===== src/rtl/uart_fifo_pkg.sv =====
package uart_fifo_pkg;

    typedef enum logic [1:0] {
        TMR_IDLE  = 2'd0,
        TMR_COUNT = 2'd1,
        TMR_FIRED = 2'd2
    } tmr_state_e;

    localparam int RX_ENTRY_W = 12;
    localparam int BIT_FRM    = 8;
    localparam int BIT_PAR    = 9;
    localparam int BIT_BRK    = 10;
    localparam int BIT_OVR    = 11;

    // fill level selected by a 3-bit code, as a fraction of the depth
    function automatic int unsigned level_of(input logic [2:0] code, input int unsigned depth);
        unique case (code)
            3'd0:    return depth / 8;
            3'd1:    return depth / 4;
            3'd2:    return depth / 2;
            3'd3:    return (depth * 3) / 4;
            default: return (depth * 7) / 8;
        endcase
    endfunction

endpackage


===== src/rtl/uart_fifo_store.sv =====
module uart_fifo_store #(
    parameter int W        = 8,
    parameter int DEPTH    = 16,
    parameter bit MARK_OVR = 1'b0
) (
    input  logic                       clk,
    input  logic                       rst_n,
    input  logic                       flush,
    input  logic                       single,
    input  logic                       push,
    input  logic [W-1:0]               din,
    input  logic                       pop,
    output logic [W-1:0]               dout,
    output logic [$clog2(DEPTH):0]     count,
    output logic                       full,
    output logic                       empty
);
    localparam int AW = $clog2(DEPTH);
    localparam int CW = AW + 1;

    logic [W-1:0]  mem [DEPTH];
    logic [AW-1:0] wr_ptr, rd_ptr;
    logic [CW-1:0] cnt;
    logic [CW-1:0] cap;
    logic          do_push, do_pop, ovr_hit;

    assign cap     = single ? CW'(1) : CW'(DEPTH);
    assign empty   = (cnt == '0);
    assign full    = (cnt == cap);
    assign do_pop  = pop && !empty;
    assign do_push = push && (!full || do_pop);
    assign count   = cnt;
    assign dout    = mem[rd_ptr];

    generate
        if (MARK_OVR) begin : g_ovr
            assign ovr_hit = push && !do_push && !flush;
        end else begin : g_no_ovr
            assign ovr_hit = 1'b0;
        end
    endgenerate

    always_ff @(posedge clk or negedge rst_n) begin
        if (!rst_n) begin
            wr_ptr <= '0;
            rd_ptr <= '0;
            cnt    <= '0;
        end else if (flush) begin
            wr_ptr <= '0;
            rd_ptr <= '0;
            cnt    <= '0;
        end else begin
            if (do_push) wr_ptr <= wr_ptr + AW'(1);
            if (do_pop)  rd_ptr <= rd_ptr + AW'(1);
            cnt <= cnt + CW'(do_push) - CW'(do_pop);
        end
    end

    always_ff @(posedge clk) begin
        if (!flush && do_push)
            mem[wr_ptr] <= din;
        if (ovr_hit)
            mem[wr_ptr - AW'(1)][W-1] <= 1'b1;
    end

    AST_NO_OVERFLOW: assert property (@(posedge clk) disable iff (!rst_n)
        cnt <= CW'(DEPTH));

    AST_FULL_PUSH_DROP: assert property (@(posedge clk) disable iff (!rst_n)
        (full && push && !pop && !flush) |=> (cnt == $past(cnt)));

    AST_POP_EMPTY_HOLD: assert property (@(posedge clk) disable iff (!rst_n)
        (empty && pop && !push && !flush) |=> empty);

    AST_FULL_SWAP: assert property (@(posedge clk) disable iff (!rst_n)
        (full && push && pop && !flush) |=> (cnt == $past(cnt)));

endmodule


===== src/rtl/uart_rx_idle_timer.sv =====
module uart_rx_idle_timer
    import uart_fifo_pkg::*;
#(
    parameter int LIMIT = 32
) (
    input  logic clk,
    input  logic rst_n,
    input  logic rx_empty,
    input  logic activity,
    input  logic bit_tick,
    output logic timeout
);
    localparam int TW = $clog2(LIMIT + 1);

    tmr_state_e    state_q, state_d;
    logic [TW-1:0] cnt_q, cnt_d;

    always_ff @(posedge clk or negedge rst_n) begin
        if (!rst_n) begin
            state_q <= TMR_IDLE;
            cnt_q   <= '0;
        end else begin
            state_q <= state_d;
            cnt_q   <= cnt_d;
        end
    end

    always_comb begin
        state_d = state_q;
        cnt_d   = cnt_q;
        unique case (state_q)
            TMR_IDLE: begin
                cnt_d = '0;
                if (!rx_empty) state_d = TMR_COUNT;
            end
            TMR_COUNT: begin
                if (rx_empty) begin
                    state_d = TMR_IDLE;
                    cnt_d   = '0;
                end else if (activity) begin
                    cnt_d = '0;
                end else if (bit_tick) begin
                    if (cnt_q == TW'(LIMIT - 1)) begin
                        state_d = TMR_FIRED;
                        cnt_d   = '0;
                    end else begin
                        cnt_d = cnt_q + TW'(1);
                    end
                end
            end
            TMR_FIRED: begin
                cnt_d = '0;
                if (rx_empty)      state_d = TMR_IDLE;
                else if (activity) state_d = TMR_COUNT;
            end
            default: begin
                state_d = TMR_IDLE;
                cnt_d   = '0;
            end
        endcase
    end

    always_comb begin
        timeout = (state_q == TMR_FIRED);
    end

    AST_TOUT_CLEARS: assert property (@(posedge clk) disable iff (!rst_n)
        activity |=> !timeout);

    AST_TOUT_NOT_EMPTY: assert property (@(posedge clk) disable iff (!rst_n)
        timeout |-> !rx_empty);

endmodule


===== src/rtl/uart_fifo_pair.sv =====
module uart_fifo_pair
    import uart_fifo_pkg::*;
#(
    parameter int DEPTH     = 16,
    parameter int TOUT_BITS = 32
) (
    input  logic        clk,
    input  logic        rst_n,
    input  logic        fifo_en,
    input  logic [5:0]  lvl_sel,
    input  logic        bit_tick,
    input  logic        rx_push,
    input  logic [7:0]  rx_push_data,
    input  logic [2:0]  rx_push_err,
    input  logic        rx_pop,
    output logic [11:0] rx_pop_data,
    input  logic        tx_push,
    input  logic [7:0]  tx_push_data,
    input  logic        tx_pop,
    output logic [7:0]  tx_pop_data,
    output logic [3:0]  stat_flags,
    output logic        rx_irq,
    output logic        tx_irq,
    output logic        rx_timeout
);
    localparam int CW = $clog2(DEPTH) + 1;

    logic          en_q, flush;
    logic [CW-1:0] rx_cnt, tx_cnt, rx_thr, tx_thr;
    logic          rx_full, rx_empty, tx_full, tx_empty;

    always_ff @(posedge clk or negedge rst_n) begin
        if (!rst_n) en_q <= 1'b1;
        else        en_q <= fifo_en;
    end
    assign flush = (fifo_en != en_q);

    uart_fifo_store #(.W(RX_ENTRY_W), .DEPTH(DEPTH), .MARK_OVR(1'b1)) u_rx (
        .clk   (clk),
        .rst_n (rst_n),
        .flush (flush),
        .single(!fifo_en),
        .push  (rx_push),
        .din   ({1'b0, rx_push_err, rx_push_data}),
        .pop   (rx_pop),
        .dout  (rx_pop_data),
        .count (rx_cnt),
        .full  (rx_full),
        .empty (rx_empty)
    );

    uart_fifo_store #(.W(8), .DEPTH(DEPTH), .MARK_OVR(1'b0)) u_tx (
        .clk   (clk),
        .rst_n (rst_n),
        .flush (flush),
        .single(!fifo_en),
        .push  (tx_push),
        .din   (tx_push_data),
        .pop   (tx_pop),
        .dout  (tx_pop_data),
        .count (tx_cnt),
        .full  (tx_full),
        .empty (tx_empty)
    );

    uart_rx_idle_timer #(.LIMIT(TOUT_BITS)) u_tmr (
        .clk     (clk),
        .rst_n   (rst_n),
        .rx_empty(rx_empty),
        .activity(rx_push || rx_pop || flush),
        .bit_tick(bit_tick),
        .timeout (rx_timeout)
    );

    always_comb begin
        rx_thr = fifo_en ? CW'(level_of(lvl_sel[5:3], DEPTH)) : CW'(1);
        tx_thr = fifo_en ? CW'(level_of(lvl_sel[2:0], DEPTH)) : CW'(0);
    end

    assign rx_irq     = (rx_cnt >= rx_thr);
    assign tx_irq     = (tx_cnt <= tx_thr);
    assign stat_flags = {tx_empty, rx_full, tx_full, rx_empty};

    AST_RX_IRQ_FULL: assert property (@(posedge clk) disable iff (!rst_n)
        rx_full |-> rx_irq);

    AST_TX_IRQ_EMPTY: assert property (@(posedge clk) disable iff (!rst_n)
        tx_empty |-> tx_irq);

    AST_BYPASS_CAP: assert property (@(posedge clk) disable iff (!rst_n)
        (!fifo_en && !en_q) |-> (rx_cnt <= CW'(1) && tx_cnt <= CW'(1)));

    AST_MODE_FLUSH: assert property (@(posedge clk) disable iff (!rst_n)
        flush |=> (rx_empty && tx_empty));

endmodule


===== config.mk =====
export PLATFORM = sky130hd
export DESIGN_NAME = uart_fifo_pair
export DESIGN_NICKNAME = d
export VERILOG_FILES = /design/src/rtl/uart_fifo_pkg.sv /design/src/rtl/uart_fifo_store.sv /design/src/rtl/uart_rx_idle_timer.sv /design/src/rtl/uart_fifo_pair.sv
export SDC_FILE = /design/constraint.sdc
export NUM_CORES = 1
export LEC_CHECK = 0
export ABC_AREA = 1
export ABC_CLOCK_PERIOD_IN_PS = 2500
export BUFFER_PORTS_ARGS = -buffer_cell sky130_fd_sc_hd__buf_2
export CAP_MARGIN = 20
export CORE_ASPECT_RATIO = 1.1
export CORE_MARGIN = 2
export CORE_UTILIZATION = 30
export DETAILED_ROUTE_END_ITERATION = 6
export PLACE_DENSITY = 0.5
export SYNTH_ARGS = -nofsm -noshare
export SYNTH_HDL_FRONTEND = slang
export SYNTH_HIERARCHICAL = 1
export SYNTH_SLANG_ARGS = --single-unit

===== constraint.sdc =====
create_clock -name clk -period 2.5 [get_ports clk]
set_input_delay 0.5 -clock clk [delete_from_list [all_inputs] [get_ports clk]]
set_output_delay 0.5 -clock clk [all_outputs]
set_load 0.03 [all_outputs]

* Word level (Yosys, flattened, before mapping)
Memory sizes are Yosys's and may differ from the RTL's. Cells that the tools add are included.
Word-level totals: register bits after elaboration 35, RAM bits 320, memories kept 2
Memory list:
- u_rx.mem | depth 16, bits a word 12, read ports 1, clocked after Yosys merged registers in 0, wr ports 1, RTL line uart_fifo_store.sv:21 | logic [W-1:0] mem [DEPTH];
- u_tx.mem | depth 16, bits a word 8, read ports 1, clocked after Yosys merged registers in 0, wr ports 1, RTL line uart_fifo_store.sv:21
Operators by class: magnitude comparators 2, eq/ne operators 18, multiplexer cells 37, reduce and logical (&&, ||, !) cells 29, add/subtract/negate cells 10
Operator list (number):
- 4-bit two-way mux | 9
- 4-bit one-hot mux with 4 select lines | 2
- 6-bit two-way mux | 5
- 5-bit two-way mux | 5
- 4-bit by 1-bit adder with 4-bit output, second input constant | 4
- 2-bit two-way mux | 8
- 3-bit by 2-bit == test with 1-bit output, second input constant | 4
- 12-bit two-way mux | 1
- 12-bit OR reduction | 1
- 5-bit by 1-bit adder with 5-bit output | 2
- 5-bit == test | 2
- 5-bit logical NOT | 2
- 5-bit by 1-bit subtractor with 5-bit output | 2
- 1-bit logical AND | 8
- 2-bit nonzero test | 4
- 6-bit by 1-bit adder with 6-bit output, second input constant | 1
- 3-bit by 1-bit == test with 1-bit output, second input constant | 2
- 6-bit by 5-bit == test with 1-bit output, second input constant | 1
- 1-bit logical NOT | 6
- 3-bit logical NOT | 2
- 1-bit two-way mux | 6
- 3-bit by 1-bit != test with 1-bit output, second input constant | 2
- 3-bit by 2-bit != test with 1-bit output, second input constant | 2
- 2-bit one-hot mux with 3 select lines | 1
- 11 further kinds | 14

* Depth between registers and ports, before layout
depth in word-level cells 12, gate-level depth with buffers 18, depth with buffers taken out 18

* Cells and area by module
The synthesis kept the hierarchy.
By module, submodules not included:
- uart_fifo_store at u_rx | cells each 728, area each 8843.5 um2, instances 1
- uart_fifo_store at u_tx | cells each 539, area each 6170.9 um2, instances 1
- uart_rx_idle_timer | cells each 74, area each 505.5 um2, instances 1
- uart_fifo_pair | cells each 52, area each 315.3 um2, instances 1

* Worst setup path before layout
OpenSTA, ideal clock, no wires.
kind register to register, start point register en_q, end point memory u_rx/mem[3][0] in the netlist's numbering (enable), cell stages (with the launch flop) 9, data required time 2.122 ns, library setup time 0.378 ns, slack -0.010 ns, arrival time 2.131 ns, path buffers 1, clock period less this slack 2.510 ns, path through dfstp_2 xor2_1 buf_6 clkinv_1 nand4_1 nand2_1 nand2_2 nand3_1 nor2_1
On the way: longest elaborated chain between the ends 7
Ends and longest elaborated chain:
- start, declared | RTL line uart_fifo_pair.sv:28 | logic en_q, flush;
- start signal, assigned | RTL line uart_fifo_pair.sv:34 | else en_q <= fifo_en;
- 1-bit != test (*) | RTL line uart_fifo_pair.sv:36 | assign flush = (fifo_en != en_q);
- via flush | RTL line uart_fifo_pair.sv:28
- 1-bit logical NOT (*) | RTL line uart_fifo_store.sv:37, uart_fifo_store.sv:60
- 1-bit logical AND | RTL line uart_fifo_store.sv:37 | assign ovr_hit = push && !do_push && !flush;
- 1-bit two-way mux | RTL line uart_fifo_store.sv:62 | if (ovr_hit)
- 1-bit two-way mux (not written as such) | RTL line uart_fifo_store.sv:63 | mem[wr_ptr - AW'(1)][W-1] <= 1'b1;
- 12-bit OR reduction (no source line)
- 4-bit two-way mux (no source line) or 2-bit two-way mux (tied branches)
- end, declared | RTL line uart_fifo_store.sv:21
Mark *: on every way through the listed nets, which the timed path passes. The rest lies on a longest branch.

* Final worst setup path
start point register u_rx.rd_ptr[0], end point output rx_pop_data[10]
On the way: longest elaborated chain between the ends 1
Ends and longest elaborated chain:
- start, declared | RTL line uart_fifo_store.sv:22 | logic [AW-1:0] wr_ptr, rd_ptr;
- start signal, assigned | RTL line uart_fifo_store.sv:54 | if (do_pop) rd_ptr <= rd_ptr + AW'(1);
- memory 16 x 12 bit
- end, declared | RTL line uart_fifo_pair.sv:16 | output logic [11:0] rx_pop_data,
No other way between the ends.

==> flow_summary_export.csv <==
group,metric,value,unit
run_status,status,"complete, but fails checks",
run_status,violated_checks,"setup timing",
timing,grt_setup_unrepaired,"yes",
logic_synthesis,synth-compound-area-share,10.0,%
timing,period_minus_slack,2.71,ns
clock_network,tritoncts_clock_tree,"done",
setup_path,cp_slowest_cell,"sky130_fd_sc_hd__dfrtp_4",
place,place.gp.congestion,0.777,
layout,layout.filler_cells,4924,
floorplan,die_h,245,µm
timing,slew_headroom,48.8,%
detailed_routing,wl,46100,µm
logic_synthesis,yosysSeqAreaShare,66.2,%
detailed_routing,vias_per_cell,4.97,
clock_network,clk_latency,0.56,ns
clock_network,cts_htree_levels,2,
timing,min_period_over_period,108,%
layout,antenna-diode-count,0,
timing,worst_setup_slack_final,-0.208,ns
timing,final-max-slew-violation-count,0,
timing,max_freq,369,MHz
clock_network,number_of_buffers_on_the_longest_clock_path,3,
setup_path,crit_path_cell_chain,"clkinv_8, buf_12, buf_16, o21ai_2, o22ai_1, o211ai_1, nand2_2, buf_6",
timing,worst-slew-pin-transition,0.768,ns
logic_synthesis,synthAdderAreaFrac,2.31,%
logic_synthesis,synth.yosys.warnings,6,
timing,setup_violations,20,
global_route,grtUsageTotal,16.7,%
layout,fin_nets,1630,
clock_network,clk_transition_reported_paths,0.06,ns
setup_path,crit_type,"register to output pin",
detailed_routing,first_iter_violations,844,
place,port_buffers,59,
setup_path,cpPeakStageDelay,0.50,ns
timing,fin_skew,0.0216,ns
pwr,ir_worst_vdd,0.557,mV
setup_path,critical_path.endpoint_type,"output pin",
layout,final_cell_mix,"320 x sky130_fd_sc_hd__edfxtp_1, 164 x sky130_fd_sc_hd__nor2_1, 163 x sky130_fd_sc_hd__nand2_1",
floorplan,num_io_pins,60,
timing,hold_viol,0,
setup_path,crit_path_dat,2.21,ns
floorplan,initial_core_util,30.3,%
logic_synthesis,largest_family_of_logic_cells_by_synthesized_area,"simple AND/OR/NAND/NOR gates",
setup_path,cp_data_required_time,2.00,ns
place,dp.final_hpwl,25600,µm
detailed_routing,dr.pass1.iters,5,
logic_synthesis,synth_cell_type_count,50,
detailed_routing,post_drt_wl_per_cell,20.3,µm
logic_synthesis,yosys_register_bits,355,
detailed_routing,routed-via-count,11300,
clock_network,clock_tree.root_cell,"sky130_fd_sc_hd__clkbuf_16",
layout,drive_above_1_share,31.8,%
pwr,cellPowerDensity,1030,mW/mm²
logic_synthesis,synth_enable_flop_cells,320,
clock_network,numClockSinks,355,
layout,layout_commonest_cell,"sky130_fd_sc_hd__edfxtp_1",
setup_path,critPathLaunchType,"register",
detailed_routing,antenna_left,0,
logic_synthesis,synth_area_in_xor_xnor,0.498,%
detailed_routing,number_of_drc_violations_after_detailed_routing,0,
logic_synthesis,syn_area,0.0158,mm²
logic_synthesis,synth_simple_gate_area_share,16.0,%
place,dp_slack,-0.0970,ns
global_route,grt_first_pass_wirelength,69100,µm
floorplan,core_area,0.0523,mm²
logic_synthesis,ys_dominant_reg_cell,"sky130_fd_sc_hd__edfxtp_1",
logic_synthesis,syn_avg_cell_area,11.4,µm²
logic_synthesis,post_synth_inst_count,1393,
worst_hold_path,min_path_type,"primary input to register",
floorplan,dieArea,0.0546,mm²
floorplan,dieWidth,223,µm
logic_synthesis,synth_nets,1454,
global_route,antenna_found_initial,0,
timing,holdWs,0.291,ns
flow_run,maxCapViolCount,0,
pwr,p_leak,7.67,nW
global_route,grt_pass1_vias,11300,
floorplan,placementRows,88,
layout,syn2layout_area_growth,32.6,%
logic_synthesis,synth.area.mux_share,0,%
global_route,grt-ovfl-total,0,
clock_network,cts_inserted_buffers,40,
logic_synthesis,postSynth.asyncResetShare,9.86,%
setup_path,timing.critical_path.fanout_max,6,
global_route,largest_net_degree_at_the_start_of_global_routing,28,
[final timing paths]
| check | startpoint | to | slack [ns] | cells past startpoint |
|---|---|---|---|---|
| worst max register to register | u_rx/count[2] | u_rx/mem[2][7] | 0.09 | 14 |
| worst max-delay path | u_rx/rd_ptr[0] | rx_pop_data[10] | -0.21 | 8 |
| worst min register to register | u_tmr/cnt_q[2] | u_tmr/cnt_q[2] | 0.54 | 2 |
| max in group asynchronous | rst_n | en_q | 1.27 | 3 |
| min in group asynchronous | rst_n | u_rx/wr_ptr[1] | 0.51 | 2 |
| worst min-delay path | tx_pop | u_tx/rd_ptr[2] | 0.29 | 3 |
[critical path, delay by kind of cell, from the launching register on]
kind | cells | cell delay [ns]
buffers and inverters | 4 | 0.56
DFF | 1 | 0.50
AOI/OAI and AO/OA | 3 | 0.48
and+or+nand+nor | 1 | 0.11
[sequential cells by signal, indices dropped and copies added, names as in the netlist, 4 cells and up]
| name | count |
|---|---|
| u_tx/mem | 128 |
| u_rx/count | 5 |
| u_tx/count | 5 |
| u_tx/wr_ptr | 4 |
| u_rx/mem | 192 |
| u_rx/rd_ptr | 4 |
| u_tx/rd_ptr | 4 |
| u_tmr/cnt_q | 6 |
| u_rx/wr_ptr | 4 |
[cell usage after synthesis, types with 17 or more instances]
cell type                  number  area share [%]
sky130_fd_sc_hd__nor2_1       199             4.7
sky130_fd_sc_hd__edfxtp_1     320              61
sky130_fd_sc_hd__ha_1          26             2.1
sky130_fd_sc_hd__inv_1         89             2.1
sky130_fd_sc_hd__nand3_1       82             2.6
sky130_fd_sc_hd__nand2_1      197             4.7
sky130_fd_sc_hd__nand4_1       17            0.67
sky130_fd_sc_hd__o221ai_1      40             2.2
sky130_fd_sc_hd__clkbuf_1      36            0.85
sky130_fd_sc_hd__a21oi_1       50             1.6
sky130_fd_sc_hd__nor2_2        22            0.87
sky130_fd_sc_hd__dfrtp_1       34             5.4
sky130_fd_sc_hd__o21ai_0      142             4.5
[kinds of logic (layout without fill, tap and decap cells)]
group | Yosys count | in the layout
buf+inv | 170 | 376
simple gates | 560 | 560
flops | 355 | 355
fa+ha+maj | 28 | 28
xor+xnor | 9 | 9
compound gates | 270 | 270
other cells | 1 | 1
[power breakdown]
group / leakage, nW / internal [mW] / switching (mW) / total, mW
sequential: 3.34 / 6.76 / 0.224 / 6.98
clock: 0.630 / 3.42 / 2.37 / 5.80
combinational: 3.69 / 3.78 / 5.13 / 8.90
total: 7.67 / 14.0 / 7.72 / 21.7
[per-stage QoR]
stage                     cells  area [µm²]  util [%]  total power [mW]  TNS [ns]
after detailed placement   2130       17500      33.5              12.8    -10.56
after global routing       2274       21000      40.2              22.7     -4.71
after floorplan            1393       15800         -              10.9         0
after global placement     2130       17500      33.5              12.8     -7.73
final                      2274       21000      40.2              21.7     -2.32
after CTS                  2262       20400      39.1              21.2     -3.10
[layer usage]
layer	vias up	wire length, µm	track usage (%)
met4	0	1540	6.83
met2	260	23200	28.7
li1	5298	-	-
met3	78	1780	2.48
met5	-	0	0
met1	5663	19500	21.2
[area by class of cell]
| class | count | area (µm²) | area share, % |
|---|---|---|---|
| Timing Repair Buffer | 207 | 2610 | 12.4 |
| Sequential cell | 355 | 10500 | 50.0 |
| Clock inverter | 22 | 214 | 1.02 |
| Multi-Input combinational cell | 868 | 5380 | 25.6 |
| Clock buffer | 50 | 1060 | 5.05 |
| Tap cell | 675 | 845 | 4.02 |
| Inverter | 97 | 404 | 1.92 |
[repair_timing]
| item | in CTS | in global routing |
|---|---|---|
| buffers inserted | 40 | 7 |
| endpoints found under the hold margin | 21 | 0 |
| hold buffers | 1 | 0 |
| gates resized for setup | 247 | 136 |
| gates cloned | 19 | 8 |
| setup endpoints to repair | 22 | 199 |
| pin swaps | 67 | 81 |
Power figures use the tool's default switching activity.
